<file path="src/rtl/aspm_pkg.sv">
package aspm_pkg;
  typedef enum logic [2:0] {
    TX_ACT    = 3'd0,
    TX_ENT_S  = 3'd1,
    TX_L0S    = 3'd2,
    TX_EXIT_S = 3'd3,
    TX_ENT_L1 = 3'd4,
    TX_L1     = 3'd5,
    TX_RETR   = 3'd6
  } tx_st_e;

  localparam int unsigned LS_W = 3;
endpackage

</file>
<file path="src/rtl/aspm_idle_timer.sv">
module aspm_idle_timer #(
  parameter int unsigned CW = 8
) (
  input  logic          clk,
  input  logic          rst_n,
  input  logic          count_en,
  input  logic          tx_pending,
  input  logic [CW-1:0] lim_s,
  input  logic [CW-1:0] lim_l1,
  output logic          hit_s,
  output logic          hit_l1
);
  logic [CW-1:0] cnt_q, cnt_d;

  always_comb begin
    cnt_d = cnt_q;
    if (tx_pending || !count_en) cnt_d = '0;
    else if (cnt_q != {CW{1'b1}}) cnt_d = cnt_q + 1'b1;
  end

  always_ff @(posedge clk or negedge rst_n) begin
    if (!rst_n) cnt_q <= '0;
    else        cnt_q <= cnt_d;
  end

  assign hit_s  = !tx_pending && (cnt_q >= lim_s);
  assign hit_l1 = !tx_pending && (cnt_q >= lim_l1);

  // a pending transmit cycle empties the idle count
  p_idle_clear_r9: assert property (@(posedge clk) disable iff (!rst_n)
    tx_pending |=> (cnt_q == '0));
endmodule

</file>
<file path="src/rtl/aspm_tx_fsm.sv">
module aspm_tx_fsm
  import aspm_pkg::*;
#(
  parameter int unsigned FW = 4
) (
  input  logic          clk,
  input  logic          rst_n,
  input  logic [1:0]    mode,
  input  logic          tx_pending,
  input  logic          rx_active,
  input  logic          hit_s,
  input  logic          hit_l1,
  input  logic          os_sent,
  input  logic          recov_done,
  input  logic [FW-1:0] fts_num,
  output tx_st_e        st_q,
  output logic          send_eios,
  output logic          send_fts,
  output logic          retrain_req
);
  tx_st_e        st_d;
  logic [FW-1:0] fts_q, fts_d;
  logic          fts_done;
  logic          go_l1;

  assign go_l1    = mode[1] && hit_l1 && !rx_active;
  assign fts_done = os_sent && (({1'b0, fts_q} + 1'b1) >= {1'b0, fts_num});

  always_comb begin
    st_d = st_q;
    unique case (st_q)
      TX_ACT: begin
        if (go_l1)                st_d = TX_ENT_L1;
        else if (mode[0] && hit_s) st_d = TX_ENT_S;
      end
      TX_ENT_S:  if (os_sent) st_d = TX_L0S;
      TX_L0S: begin
        if (tx_pending) st_d = TX_EXIT_S;
        else if (go_l1) st_d = TX_L1;
      end
      TX_EXIT_S: if (fts_done) st_d = TX_ACT;
      TX_ENT_L1: if (os_sent) st_d = TX_L1;
      TX_L1:     if (tx_pending || rx_active) st_d = TX_RETR;
      TX_RETR:   if (recov_done) st_d = TX_ACT;
      default:   st_d = TX_ACT;
    endcase
  end

  always_comb begin
    fts_d = fts_q;
    if (st_q != TX_EXIT_S) fts_d = '0;
    else if (os_sent)      fts_d = fts_q + 1'b1;
  end

  always_ff @(posedge clk or negedge rst_n) begin
    if (!rst_n) begin
      st_q  <= TX_ACT;
      fts_q <= '0;
    end else begin
      st_q  <= st_d;
      fts_q <= fts_d;
    end
  end

  assign send_eios   = (st_q == TX_ENT_S) || (st_q == TX_ENT_L1);
  assign send_fts    = (st_q == TX_EXIT_S);
  assign retrain_req = (st_q == TX_RETR);

  // disabled mode never leaves the active state
  p_disabled_hold_r2: assert property (@(posedge clk) disable iff (!rst_n)
    (st_q == TX_ACT && mode == 2'b00) |=> (st_q == TX_ACT));
  // the electrical-idle request waits for its sent strobe
  p_eios_hold_r3: assert property (@(posedge clk) disable iff (!rst_n)
    (send_eios && !os_sent) |=> send_eios);
  // a fast-training burst only ever follows standby
  p_fts_from_l0s_r4: assert property (@(posedge clk) disable iff (!rst_n)
    $rose(send_fts) |-> ($past(st_q) == TX_L0S));
  // receive activity blocks L1 entry
  p_l1_rx_idle_r5: assert property (@(posedge clk) disable iff (!rst_n)
    (st_q == TX_ACT && rx_active) |=> (st_q != TX_ENT_L1));
  // L1 exit goes through retraining, not fast training
  p_l1_exit_retrain_r6: assert property (@(posedge clk) disable iff (!rst_n)
    (st_q == TX_L1 && tx_pending) |=> (retrain_req && !send_fts));
  p_retrain_hold_r6: assert property (@(posedge clk) disable iff (!rst_n)
    (retrain_req && !recov_done) |=> retrain_req);
endmodule

</file>
<file path="src/rtl/aspm_rx_standby.sv">
module aspm_rx_standby (
  input  logic clk,
  input  logic rst_n,
  input  logic rx_eios_det,
  input  logic rx_fts_det,
  input  logic recov_done,
  output logic standby_q,
  output logic err_q
);
  logic standby_d, err_d;

  always_comb begin
    standby_d = standby_q;
    if (rx_eios_det)                    standby_d = 1'b1;
    else if (rx_fts_det || recov_done) standby_d = 1'b0;
    err_d = err_q || (rx_eios_det && standby_q);
  end

  always_ff @(posedge clk or negedge rst_n) begin
    if (!rst_n) begin
      standby_q <= 1'b0;
      err_q     <= 1'b0;
    end else begin
      standby_q <= standby_d;
      err_q     <= err_d;
    end
  end

  // an incoming electrical-idle set puts the receiver in standby
  p_standby_set_r7: assert property (@(posedge clk) disable iff (!rst_n)
    rx_eios_det |=> standby_q);
  // the error flag is sticky
  p_err_sticky_r8: assert property (@(posedge clk) disable iff (!rst_n)
    err_q |=> err_q);
endmodule

</file>
<file path="src/rtl/link_aspm_ctrl.sv">
module link_aspm_ctrl
  import aspm_pkg::*;
#(
  parameter int unsigned CW = 8,
  parameter int unsigned FW = 4
) (
  input  logic            clk,
  input  logic            rst_n,
  input  logic [1:0]      aspm_mode,
  input  logic [CW-1:0]   l0s_idle_lim,
  input  logic [CW-1:0]   l1_idle_lim,
  input  logic [FW-1:0]   fts_num,
  input  logic            tx_pending,
  input  logic            rx_active,
  input  logic            rx_eios_det,
  input  logic            rx_fts_det,
  input  logic            os_sent,
  input  logic            recov_done,
  output logic            send_eios,
  output logic            send_fts,
  output logic            retrain_req,
  output logic [LS_W-1:0] link_state,
  output logic            rx_standby,
  output logic            rx_eios_err
);
  tx_st_e st;
  logic   hit_s, hit_l1, count_en;

  assign count_en = (st == TX_ACT) || (st == TX_L0S);

  aspm_idle_timer #(.CW(CW)) u_idle (
    .clk(clk), .rst_n(rst_n), .count_en(count_en), .tx_pending(tx_pending),
    .lim_s(l0s_idle_lim), .lim_l1(l1_idle_lim), .hit_s(hit_s), .hit_l1(hit_l1)
  );

  aspm_tx_fsm #(.FW(FW)) u_tx (
    .clk(clk), .rst_n(rst_n), .mode(aspm_mode), .tx_pending(tx_pending),
    .rx_active(rx_active), .hit_s(hit_s), .hit_l1(hit_l1), .os_sent(os_sent),
    .recov_done(recov_done), .fts_num(fts_num), .st_q(st),
    .send_eios(send_eios), .send_fts(send_fts), .retrain_req(retrain_req)
  );

  aspm_rx_standby u_rx (
    .clk(clk), .rst_n(rst_n), .rx_eios_det(rx_eios_det), .rx_fts_det(rx_fts_det),
    .recov_done(recov_done), .standby_q(rx_standby), .err_q(rx_eios_err)
  );

  always_comb begin
    unique case (st)
      TX_ENT_S, TX_L0S, TX_EXIT_S: link_state = 3'b010;
      TX_ENT_L1, TX_L1, TX_RETR:   link_state = 3'b100;
      default:                     link_state = 3'b001;
    endcase
  end

  // the state output is always one-hot
  p_state_onehot_r1: assert property (@(posedge clk) disable iff (!rst_n)
    $countones(link_state) == 1);
endmodule

</file>
<file path="config.mk">
export PLATFORM = sky130hd
export DESIGN_NAME = link_aspm_ctrl
export DESIGN_NICKNAME = d
export VERILOG_FILES = /design/src/rtl/aspm_pkg.sv /design/src/rtl/aspm_idle_timer.sv /design/src/rtl/aspm_tx_fsm.sv /design/src/rtl/aspm_rx_standby.sv /design/src/rtl/link_aspm_ctrl.sv
export SDC_FILE = /design/constraint.sdc
export NUM_CORES = 1
export LEC_CHECK = 0
export BUFFER_PORTS_ARGS = -buffer_cell sky130_fd_sc_hd__buf_2
export CAP_MARGIN = 20
export CORE_ASPECT_RATIO = 1.5
export CORE_UTILIZATION = 40
export DETAILED_ROUTE_END_ITERATION = 10
export SLEW_MARGIN = 0
export SYNTH_ARGS = -nofsm -noshare
export SYNTH_HDL_FRONTEND = slang
export SYNTH_HIERARCHICAL = 1
export SYNTH_SLANG_ARGS = --single-unit
</file>
<file path="constraint.sdc">
create_clock -name clk -period 3.5 [get_ports clk]
set_input_delay 0.35 -clock clk [delete_from_list [all_inputs] [get_ports clk]]
set_output_delay 0.35 -clock clk [all_outputs]
set_load 0.005 [all_outputs]
</file>
Yosys cells after proc, flatten, opt, wreduce, memory -nomap -nowiden
Index checks and enable logic that the tools add are counted.
{"block": "op_classes", "add_sub_neg": 3, "magnitude_cmp": 3, "eq_ne": 15, "mux": 17, "n_reduce_logical": 23}
{"op": "3-bit two-way mux", "n": 9}
{"op": "3-bit one-hot mux with 7 select lines", "n": 1}
{"op": "8-bit >= comparator", "n": 2}
{"op": "8-bit two-way mux", "n": 2}
{"op": "3-bit equality test, second input constant", "n": 3}
{"op": "8-bit by 1-bit adder with 8-bit output, second input constant", "n": 1}
{"op": "4-bit two-way mux", "n": 2}
{"op": "8-bit inequality test, second input constant", "n": 1}
{"op": "1-bit logical AND", "n": 7}
{"op": "7-bit AND reduction", "n": 1}
{"op": "3-bit by 2-bit equality test with 1-bit output, second input constant", "n": 2}
{"op": "1-bit logical OR", "n": 6}
{"op": "2-bit inequality test, second input constant", "n": 3}
{"op": "3-bit by 2-bit inequality test with 1-bit output, second input constant", "n": 2}
{"op": "3-bit one-hot mux with 2 select lines", "n": 1}
{"op": "2-bit nonzero test", "n": 3}
{"op": "3-bit OR reduction", "n": 2}
{"op": "4-bit by 1-bit adder with 5-bit output, second input constant", "n": 1}
{"op": "5-bit by 4-bit >= comparator with 1-bit output", "n": 1}
{"op": "4-bit by 1-bit adder with 4-bit output, second input constant", "n": 1}
{"op": "2-bit by 1-bit inequality test with 1-bit output, second input constant", "n": 2}
{"op": "3-bit by 1-bit equality test with 1-bit output, second input constant", "n": 1}
{"op": "1-bit zero test", "n": 3}
{"op": "3-bit zero test", "n": 1}
{"op": "2 further kinds", "n": 3}
{"block": "totals", "ff_bits": 17, "in_bits": 30, "out_inout_bits": 8, "wordCells": 66}

Depth between registers and ports, before layout
Gate-level depths: netlist of run 1.
{"block": "depth", "ltp_word": 7, "depth_mapped": 10}

Hierarchy
The synthesis of run 1 kept the hierarchy.
{"module": "aspm_idle_timer", "instances": 1, "cells_each": 94, "area_per_inst_um2": 785.8, "seq_area_each_um2": 200.2}
{"module": "aspm_tx_fsm", "instances": 1, "cells_each": 66, "area_per_inst_um2": 590.6, "seq_area_each_um2": 175.2}
{"module": "aspm_rx_standby", "instances": 1, "cells_each": 5, "area_per_inst_um2": 68.8, "seq_area_each_um2": 50.0}
{"module": "link_aspm_ctrl", "instances": 1, "cells_each": 7, "area_per_inst_um2": 33.8, "seq_area_each_um2": 0.0}

Least setup slack after synthesis of run 1
No wires, ideal clock.
{"block": "synth_path", "kind": "register -> register", "startpoint": "register u_idle.cnt_q[2]", "endpoint": "register u_tx.st_q[1]", "t_arrival_ps": 1863, "t_required_ps": 3431, "path_slack_ps": 1568, "path_stages_with_launch": 9, "path_cell_list": "dfrtp_1 -> ha_1 -> a211oi_1 -> a211o_1 -> a31oi_1 -> and3b_1 -> a2111oi_2 -> o311ai_1 -> nand3_1"}
{"item": "start: declaration", "line_no": "aspm_idle_timer.sv:13", "source": "logic [CW-1:0] cnt_q, cnt_d;"}
{"item": "start signal: assignment", "line_no": "aspm_idle_timer.sv:23", "source": "else cnt_q <= cnt_d;"}
{"item": "8-bit >= comparator", "line_no": "aspm_idle_timer.sv:26", "source": "assign hit_s = !tx_pending && (cnt_q >= lim_s);"}
{"item": "1-bit logical AND", "line_no": "aspm_idle_timer.sv:26"}
{"item": "named net hit_s", "line_no": "link_aspm_ctrl.sv:27", "source": "logic hit_s, hit_l1, count_en;"}
{"item": "1-bit logical AND", "line_no": "aspm_tx_fsm.sv:34", "source": "else if (mode[0] && hit_s) st_d = TX_ENT_S;"}
{"item": "3-bit by 1-bit inequality test with 1-bit output (no source line)"}
{"item": "7-bit AND reduction (no source line)"}
{"item": "end signal: assignment", "line_no": "aspm_tx_fsm.sv:60", "source": "st_q <= st_d;"}
{"item": "end: declaration", "line_no": "aspm_tx_fsm.sv:16", "source": "output tx_st_e st_q,"}
The timed path passes the listed nets, and every way through them passes these cells.
A chain may end at the register's enable or synchronous reset.

Worst setup path after layout of run 1
Same ends and word-level chain as after synthesis.

==> out/metrics.cfg, run 1 <==
[run_status]
status = finished, final reports clean

[cts]
root_buffer = clkbuf_8
hold_buffers = 0
cts_max_path_buffers = 2
numCtsBuffers = 3
clock_latency_ns = 0.25
clk_pin_slew_ns = 0.06
cts_tree = built
postCtsResizedCells = 0
clkSinkCount = 17
postCtsSetupRepairBufs = 0
h-tree-depth = 1

[sta]
setup_slack_ns = 1.31
hold_violations = 0
fin_crit_sh_pct = 62.7
tns_ns = 0
rsz0062_at_grt = false
fmax_ghz = 0.456
setup_viol = 0
timing.slew.headroom_pct = 62.0
holdWs_ns = 0.0111
clock-skew-final_ns = 0.000927
worst_pin_slew_ns = 0.570
period_needed_ns = 2.19
slew_viol_final = 0

[final_layout]
final_common_cell = buf_2
regArea_um2 = 425
antennaDiodeCount = 0
layout-drive-gt1-share_pct = 21.6
areaGrowthSynthToFinish_pct = 17.3
fin_util_pct = 49.9
multiInputGateArea_um2 = 941
fill_cells = 354
final_cell_mix = 37 x buf_2, 23 x inv_1, 22 x ha_1
final_nets = 261

[routing]
antenna_left = 0
viasPerCell = 5.36
drtIter0Drc = 27
dr.pass1.iters = 4
avgRoutedWirePerCell_um = 12.3
routed_wl_um = 3070
drc = 0
dr_total_vias = 1341

[placed_design]
portBuffers = 37
dp_slack_ns = 1.31
dp_hpwl_um = 2510
place.gp.congestion = 0.799

[logic_synthesis]
synth_compound_area_share_pct = 17.7
synth_xor_area_share_pct = 4.74
synth_mux_area_share_pct = 2.71
yosysSeqAreaShare_pct = 28.8
ys_types = 39
synthAdderAreaFrac_pct = 18.6
syn-instance-count = 172
yosysWarnings = 6
async_flop_share_pct = 100
avgSynthCellArea_um2 = 8.60
syn_nets = 224
synth_edf_count = 0
ys.flop_type = dfrtp_1
synth_top_family_by_area = simple AND/OR/NAND/NOR gates
ys_ff_latch = 17
synth_area_um2 = 1480
synth_simple_gate_area_share_pct = 19.9

[floorplanning]
ioPinCount = 38
core-area_um2 = 3480
die_h_um = 76.5
num_rows = 26
die_w_um = 51.6
initial_core_util_pct = 42.5
die-area_um2 = 3950

[pwr]
swShare_pct = 39.9
p_int_mw = 0.482
seq_power_share_pct = 41.2
power.switching_mw = 0.320
report.power.total_mw = 0.803
cellLeakagePower_nw = 0.932
power.density_nw_per_um2 = 462
comb_power_share_pct = 40.9
clock_power_share_pct = 17.9
ir_worst_vdd_mv = 0.352

[setup_path]
arrival_ns = 2.37
cp-start-kind = flip-flop
critPathSlowestCell = dfrtp_1
timing.critical_path.from = u_idle/cnt_q[2]$_DFFE_PN0P_
end_kind = flip-flop
worstPathRequired_ns = 3.68
critPathKind = reg2reg
path_buf_inv = 0
slowest_delay_ns = 0.46
r2r_start = u_idle/cnt_q[2]$_DFFE_PN0P_
path_cells = ha_1 -> a211oi_1 -> a211o_1 -> a31oi_1 -> and3b_1 -> a2111oi_2 -> o311ai_1 -> nand3_1
critPathTopFamily = compound AO/OA/AOI/OAI gates
path_max_fanout = 7

[global_route]
grt_overflow = 0
grt_max_degree = 18
antenna_found_initial = 0
grtUsageTotal_pct = 16.5
grt_pass1_wl_um = 5220
grt_pass1_vias = 1314

[worst_hold_path]
hp-class = in2async

[job]
cap_violations = 0

## logic make-up after synthesis
family          after synthesis
flops                        17
fa+ha+maj                    22
buf+inv                      28
xor+xnor                      8
mux                           4
simple gates                 55
compound gates               38
## power by group through the flow
| stage | logic, mW | registers [mW] | clock network (mW) |
|---|---|---|---|
| final | 0.328 | 0.331 | 0.143 |
| after global placement | 0.322 | 0.329 | 0 |
| after detailed placement | 0.330 | 0.335 | 0 |
| after floorplan | 0.289 | 0.275 | 0 |
| after CTS | 0.333 | 0.331 | 0.147 |
| after global routing | 0.387 | 0.343 | 0.158 |
## cell type report
class	instances	share of cell area [%]
Clock buffer	4	2.60
Inverter	23	4.97
Multi-Input combinational cell	127	54.2
Sequential cell	17	24.5
Tap cell	42	3.03
Timing Repair Buffer	37	10.7
## cell usage after synthesis (3+ instances only)
master / n / area (um2)
o21ai_0: 5 / 25.0
inv_1: 23 / 86.3
nand3_1: 7 / 35.0
nand4_1: 4 / 25.0
nand2_1: 6 / 22.5
nor3_1: 4 / 20.0
a21oi_1: 8 / 40.0
dfrtp_1: 17 / 425
a211oi_1: 5 / 37.5
a21o_1: 4 / 30.0
xnor2_1: 4 / 35.0
nor2_1: 20 / 75.1
ha_1: 22 / 275
xor2_1: 4 / 35.0
mux2i_1: 4 / 40.0
buf_2: 3 / 15.0
a31oi_1: 4 / 25.0
## registers in the layout (all words and copies together), names as in the netlist
| signal | flops |
|---|---|
| u_rx/standby_q | 1 |
| u_tx/st_q | 3 |
| u_idle/cnt_q | 8 |
| u_tx/fts_q | 4 |
| u_rx/err_q | 1 |
## path summary, 6_finish.rpt
path                       slack (ns)  cells past startpoint                         end
min                              0.01                      1   u_tx/fts_q[0]$_DFFE_PN0P_
min reg2reg                      0.46                      1        u_rx/err_q$_DFF_PN0_
max in group asynchronous        3.22                      1    u_tx/st_q[2]$_DFFE_PN0P_
min in group clk                 0.30                      2  u_rx/standby_q$_DFFE_PN0P_
max                              1.31                      8    u_tx/st_q[1]$_DFFE_PN0P_
max reg2reg                      1.31                      8    u_tx/st_q[1]$_DFFE_PN0P_
## metal layers
layer,wire length [um],vias up,global-route usage [%]
met4,28,0,4.32
met2,1610,32,30.9
met3,117,4,1.40
li1,-,683,-
met1,1310,622,19.1
met5,0,-,0
## per-stage QoR
stage	area, um2	instances
floorplan	1480	172
global placement	1690	246
detailed placement	1690	246
CTS	1740	250
global route	1740	250
finish	1740	250
Power figures use the tool's default switching activity.
==> run 2: changes to the inputs <==
==> constraint.sdc (replaced) <==
create_clock -name clk -period 2.3 [get_ports clk]
set_input_delay 0.23 -clock clk [delete_from_list [all_inputs] [get_ports clk]]
set_output_delay 0.23 -clock clk [all_outputs]
set_load 0.005 [all_outputs]
==> run 2 against run 1 <==
Compared with the run above: core utilization is 0.65 points higher; die area stayed put; worst hold slack better by 0.18 ns; sequential power is 51% higher; clock-buffer cell count stayed put; power is 52% higher; cell count is 0.80% higher; combinational power is 53% higher; global-route usage is 1.1 points higher; non-clock buffer count is 2 higher; largest cell class unchanged; maximum frequency is 1.7% lower; sequential share of layout area is 0.31 points lower.
==> out/metrics.cfg, run 2 (synthesized netlist as in run 1, its figures left out) <==
[pwr]
p_int_mw = 0.736  ; +53%
comb_power_share_pct = 41.2  ; +0.3 points
cellLeakagePower_nw = 0.943  ; +1.1%
clock_power_share_pct = 17.8  ; about the same
seq_power_share_pct = 41.0  ; -0.2 points
report.power.total_mw = 1.22  ; +52%
power.switching_mw = 0.485  ; +51%
swShare_pct = 39.7  ; -0.16 points
ir_worst_vdd_mv = 0.528  ; +50%
power.density_nw_per_um2 = 694  ; +50%

[sta]
slew_viol_final = 0  ; unchanged
fmax_ghz = 0.448  ; -1.7%
fin_crit_sh_pct = 97.0  ; +34 points
tns_ns = 0  ; unchanged
hold_violations = 0  ; unchanged
clock-skew-final_ns = 0.00504  ; +0.00411 ns
timing.slew.headroom_pct = 62.3  ; +0.25 points
period_needed_ns = 2.23  ; +0.0376 ns
setup_viol = 0  ; unchanged
rsz0062_at_grt = true
worst_pin_slew_ns = 0.566  ; -0.00375 ns
setup_slack_ns = 0.0691  ; -1.24 ns
holdWs_ns = 0.190  ; +0.178 ns

[run_status]
status = finished, final reports clean

[final_layout]
fin_util_pct = 50.5  ; +0.65 points
largest_reg_flops = 8  ; unchanged
final_common_cell = buf_2
instances_no_fill = 252  ; +0.80%
areaGrowthSynthToFinish_pct = 18.9
top_register = u_idle/cnt_q
final_area_um2 = 1760  ; +1.3%
layout-drive-gt1-share_pct = 22.4  ; +0.75 points
antennaDiodeCount = 0  ; unchanged
final_cell_mix = 37 x buf_2, 23 x inv_1, 22 x ha_1
largestRegisters = u_idle/cnt_q x8, u_tx/fts_q x4, u_tx/st_q x3
final_nets = 263  ; +0.77%

[placed_design]
placed_cell_area_um2 = 1700  ; +0.44%
place.gp.congestion = 0.751  ; -5.9%
dpl.cell_count = 247  ; +0.41%
dp_slack_ns = 0.0817  ; -1.23 ns
dp_hpwl_um = 2590  ; +3.1%
portBuffers = 37  ; unchanged

[setup_path]
path_max_fanout = 7  ; unchanged
end_kind = flip-flop
worstPathRequired_ns = 2.42  ; -1.26 ns
cp-start-kind = flip-flop
critPathSlowestCell = dfrtp_1
slowest_delay_ns = 0.45  ; about the same
critPathKind = reg2reg
path_cells = ha_1 -> o211ai_1 -> a211o_1 -> a31oi_1 -> and3b_1 -> and2_1 -> a21oi_1 -> o41ai_1
arrival_ns = 2.35  ; -0.02 ns

[routing]
dr_wl_met3_um = 123  ; +5.1%
antenna_left = 0  ; unchanged
avgRoutedWirePerCell_um = 12.8  ; +4.7%
drtIter0Drc = 31  ; +15%
dr.pass1.iters = 4  ; unchanged
routed_wl_um = 3240  ; +5.5%
highest_layer = met4
wl_met2_um = 1730  ; +7.5%
dr_total_vias = 1342  ; +0.075%
wl_met1_um = 1380  ; +4.9%
viasPerCell = 5.33  ; -0.72%
drc = 0  ; unchanged

[worst_hold_path]
hp-class = in2reg

[job]
cap_violations = 0  ; unchanged

[global_route]
antenna_found_initial = 0  ; unchanged
grt_pass1_vias = 1364  ; +3.8%
grt_overflow = 0  ; unchanged
grt_max_degree = 18  ; unchanged
grt_pass1_wl_um = 5490  ; +5.2%
grtUsageTotal_pct = 17.6  ; +1.1 points

[cts]
clk_pin_slew_ns = 0.07  ; about the same
cts_max_path_buffers = 2  ; unchanged
h-tree-depth = 1  ; unchanged
clkSinkCount = 17  ; unchanged
numCtsBuffers = 3  ; unchanged
clock_latency_ns = 0.25  ; about the same
root_buffer = clkbuf_8
cts_tree = built

[floorplanning]
ioPinCount = 38  ; unchanged
die-area_um2 = 3950  ; unchanged
num_rows = 26  ; unchanged
initial_core_util_pct = 42.5  ; unchanged
die_w_um = 51.6  ; unchanged
die_h_um = 76.5  ; unchanged
core-area_um2 = 3480  ; unchanged

[run 2: what timing repair did]
item / CTS / global route
gates resized for setup: 0 / 1
endpoints found under the setup margin: 0 / 2
setup buffers: 0 / 0
endpoints found under the hold margin: 17 / 0
hold buffers: 1 / 0
[run 2: critical path: cells and delay by family, from the launching register on]
kind	cells	cell delay (ns)
compound gates	5	0.93
simple gates	2	0.40
flops	1	0.45
fa+ha+maj	1	0.34
[run 2: worst paths after layout]
kind	cells past startpoint	startpoint	slack, ns	endpoint
max in group asynchronous	2	rst_n	1.58	u_idle/cnt_q[0]$_DFFE_PN0P_
hold / removal	2	rx_eios_det	0.19	u_rx/standby_q$_DFFE_PN0P_
min in group asynchronous	2	rst_n	0.43	u_tx/fts_q[1]$_DFFE_PN0P_
hold reg to reg	1	u_rx/err_q$_DFF_PN0_	0.46	u_rx/err_q$_DFF_PN0_
setup reg to reg	8	u_idle/cnt_q[2]$_DFFE_PN0P_	0.07	u_tx/st_q[2]$_DFFE_PN0P_
setup / recovery	8	u_idle/cnt_q[2]$_DFFE_PN0P_	0.07	u_tx/st_q[2]$_DFFE_PN0P_
[run 2: cell type report]
| cell class | instances | area (um2) |
|---|---|---|
| inverter | 23 | 86.3 |
| sequential | 17 | 425 |
| clock buffer | 4 | 45.0 |
| multi-input combinational | 127 | 946 |
| timing repair buffer | 39 | 203 |
| fill | 332 | 1720 |
| tap | 42 | 52.6 |
[run 2: routing by layer]
layer,vias up,GRT usage (%)
li1,684,-
met3,2,1.20
met4,0,4.05
met5,-,0
met2,42,33.6
met1,614,20.2
[run 2: power groups by stage]
stage	logic, mW	registers [mW]	clock network, mW
after floorplan	0.440	0.419	0
after global placement	0.490	0.503	0
after detailed placement	0.505	0.506	0
after CTS	0.511	0.501	0.229
after global routing	0.587	0.519	0.241
final	0.503	0.501	0.217
==> run 3: changes to the inputs <==
==> constraint.sdc (replaced) <==
create_clock -name clk -period 2.6 [get_ports clk]
set_input_delay 0.26 -clock clk [delete_from_list [all_inputs] [get_ports clk]]
set_output_delay 0.26 -clock clk [all_outputs]
set_load 0.005 [all_outputs]
==> run 3 against run 2 <==
Compared with the run above: combinational power shrank 11%; non-clock buffer count is 1 lower; via count decreased by 0.75%; register-to-register slack gained 0.24 ns; final area shrank 0.64%; global-route usage increased by 0.30 points; clock power down 11%; worst setup slack improved by 0.24 ns; sequential share of layout area is 0.16 points higher; die area did not move; critical endpoint is now u_tx/st_q[1]$_DFFE_PN0P_.
==> out/metrics.cfg, run 3 (synthesized netlist as in run 1, its figures left out) <==
[pwr]
report.power.total_mw = 1.09  ; -11%
power.density_nw_per_um2 = 623  ; -10%
cellLeakagePower_nw = 0.939  ; -0.39%
swShare_pct = 40.4  ; +0.63 points
power.switching_mw = 0.439  ; -9.4%
clock_power_share_pct = 17.8  ; about the same
comb_power_share_pct = 41.2  ; about the same
p_int_mw = 0.649  ; -12%
ir_worst_vdd_mv = 0.462  ; -12%
seq_power_share_pct = 41.1  ; about the same

[setup_path]
critPathSlowestCell = dfrtp_1
path_buf_inv = 0  ; unchanged
critPathTopFamily = compound AO/OA/AOI/OAI gates
end_kind = flip-flop
critPathKind = reg2reg
cp-start-kind = flip-flop
slowest_delay_ns = 0.46  ; about the same
arrival_ns = 2.47  ; +0.12 ns
path_cells = ha_1 -> a211oi_1 -> a211o_1 -> a31oi_1 -> and3b_1 -> a2111oi_2 -> o311ai_1 -> nand3_1
path_max_fanout = 7  ; unchanged
worstPathRequired_ns = 2.78  ; +0.36 ns

[routing]
highest_layer = met4
wl_met2_um = 1710  ; -0.98%
viasPerCell = 5.31  ; -0.35%
drtIter0Drc = 26  ; -16%
antenna_left = 0  ; unchanged
dr.pass1.iters = 4  ; unchanged
routed_wl_um = 3280  ; +1.4%
wl_met1_um = 1420  ; +3.0%
avgRoutedWirePerCell_um = 13.1  ; +1.8%
dr_total_vias = 1332  ; -0.75%
dr_wl_met3_um = 125  ; +1.6%
drc = 0  ; unchanged

[cts]
cts_max_path_buffers = 2  ; unchanged
postCtsResizedCells = 0  ; unchanged
numCtsBuffers = 3  ; unchanged
cts_tree = built
clock_latency_ns = 0.24  ; about the same
root_buffer = clkbuf_8
clk_pin_slew_ns = 0.07  ; about the same
h-tree-depth = 1  ; unchanged
postCtsSetupRepairBufs = 0  ; unchanged
hold_buffers = 1  ; unchanged
clkSinkCount = 17  ; unchanged

[floorplanning]
ioPinCount = 38  ; unchanged
initial_core_util_pct = 42.5  ; unchanged
die_w_um = 51.6  ; unchanged
num_rows = 26  ; unchanged
die_h_um = 76.5  ; unchanged
core-area_um2 = 3480  ; unchanged
die-area_um2 = 3950  ; unchanged

[final_layout]
layout-drive-gt1-share_pct = 22.0  ; -0.37 points
areaGrowthSynthToFinish_pct = 18.1
largest_reg_flops = 8  ; unchanged
antennaDiodeCount = 0  ; unchanged
final_cell_mix = 37 x buf_2, 23 x inv_1, 22 x ha_1
final_common_cell = buf_2
top_register = u_idle/cnt_q
fin_util_pct = 50.2  ; -0.32 points
final_nets = 262  ; -0.38%
largestRegisters = u_idle/cnt_q x8, u_tx/fts_q x4, u_tx/st_q x3
fill_cells = 337  ; +1.5%

[placed_design]
portBuffers = 37  ; unchanged
dp_slack_ns = 0.317  ; +0.235 ns
dp_hpwl_um = 2620  ; +1.2%
place.gp.congestion = 0.758  ; +0.92%

[sta]
fin_crit_sh_pct = 88.1  ; -8.8 points
timing.slew.headroom_pct = 60.4  ; -1.9 points
hold_violations = 0  ; unchanged
worst_pin_slew_ns = 0.595  ; +0.0284 ns
slew_viol_final = 0  ; unchanged
rsz0062_at_grt = false
fmax_ghz = 0.436  ; -2.7%
setup_slack_ns = 0.308  ; +0.239 ns
setup_viol = 0  ; unchanged
clock-skew-final_ns = 0.00103  ; -0.00401 ns
period_needed_ns = 2.29  ; +0.0610 ns
tns_ns = 0  ; unchanged

[global_route]
grtUsageTotal_pct = 17.9  ; +0.30 points
grt_pass1_vias = 1308  ; -4.1%
antenna_found_initial = 0  ; unchanged
grt_pass1_wl_um = 5620  ; +2.3%
grt_max_degree = 18  ; unchanged
grt_overflow = 0  ; unchanged

[job]
cap_violations = 0  ; unchanged

[run_status]
status = finished, final reports clean

[worst_hold_path]
hp-class = in2reg

[run 3: cell types whose count changed in the layout (fill, tap and decap cells not counted), sizes merged]
cell / before / now
clkbuf: 4 / 3
clkinv: 0 / 1
buf: 38 / 37
[run 3: power by group through the flow]
stage	Clock (mW)	Combinational, mW	Sequential [mW]
floorplan	0	0.389	0.370
global placement	0	0.433	0.444
CTS	0.201	0.452	0.445
global route	0.209	0.518	0.463
detailed placement	0	0.448	0.449
finish	0.193	0.448	0.447
[run 3: area by class of cell]
type | instances | area, um2 | share of cell area, %
clock buffers | 3 | 41.3 | 2.36
clock inverters | 1 | 5.00 | 0.287
inverters | 23 | 86.3 | 4.94
multi-input cells | 127 | 941 | 53.9
flip-flops and latches | 17 | 425 | 24.4
well taps | 42 | 52.6 | 3.01
repair buffers | 38 | 195 | 11.2
[run 3: final timing paths]
check / startpoint / to / slack [ns] / cells past startpoint
max in group asynchronous: rst_n / u_tx/st_q[1]$_DFFE_PN0P_ / 1.87 / 2
worst max-delay path: u_idle/cnt_q[2]$_DFFE_PN0P_ / u_tx/st_q[1]$_DFFE_PN0P_ / 0.31 / 8
min in group asynchronous: rst_n / u_tx/fts_q[1]$_DFFE_PN0P_ / 0.46 / 2
worst min register to register: u_rx/err_q$_DFF_PN0_ / u_rx/err_q$_DFF_PN0_ / 0.47 / 1
worst min-delay path: rx_eios_det / u_rx/standby_q$_DFFE_PN0P_ / 0.21 / 2
worst max register to register: u_idle/cnt_q[2]$_DFFE_PN0P_ / u_tx/st_q[1]$_DFFE_PN0P_ / 0.31 / 8
[run 3: metrics by stage]
step	hold WS (ns)	instance area, um2	cells
final	0.215	1750	251
after global routing	0.222	1750	251
after global placement	0.200	1690	246
after CTS	0.213	1750	251
after floorplan	-0.0356	1480	172
after detailed placement	0.209	1690	246
[run 3: layer usage]
layer,vias up,global-route usage [%]
li1,688,-
met1,609,21.9
met2,31,32.3
met3,4,1.80
met4,0,4.32
met5,-,0
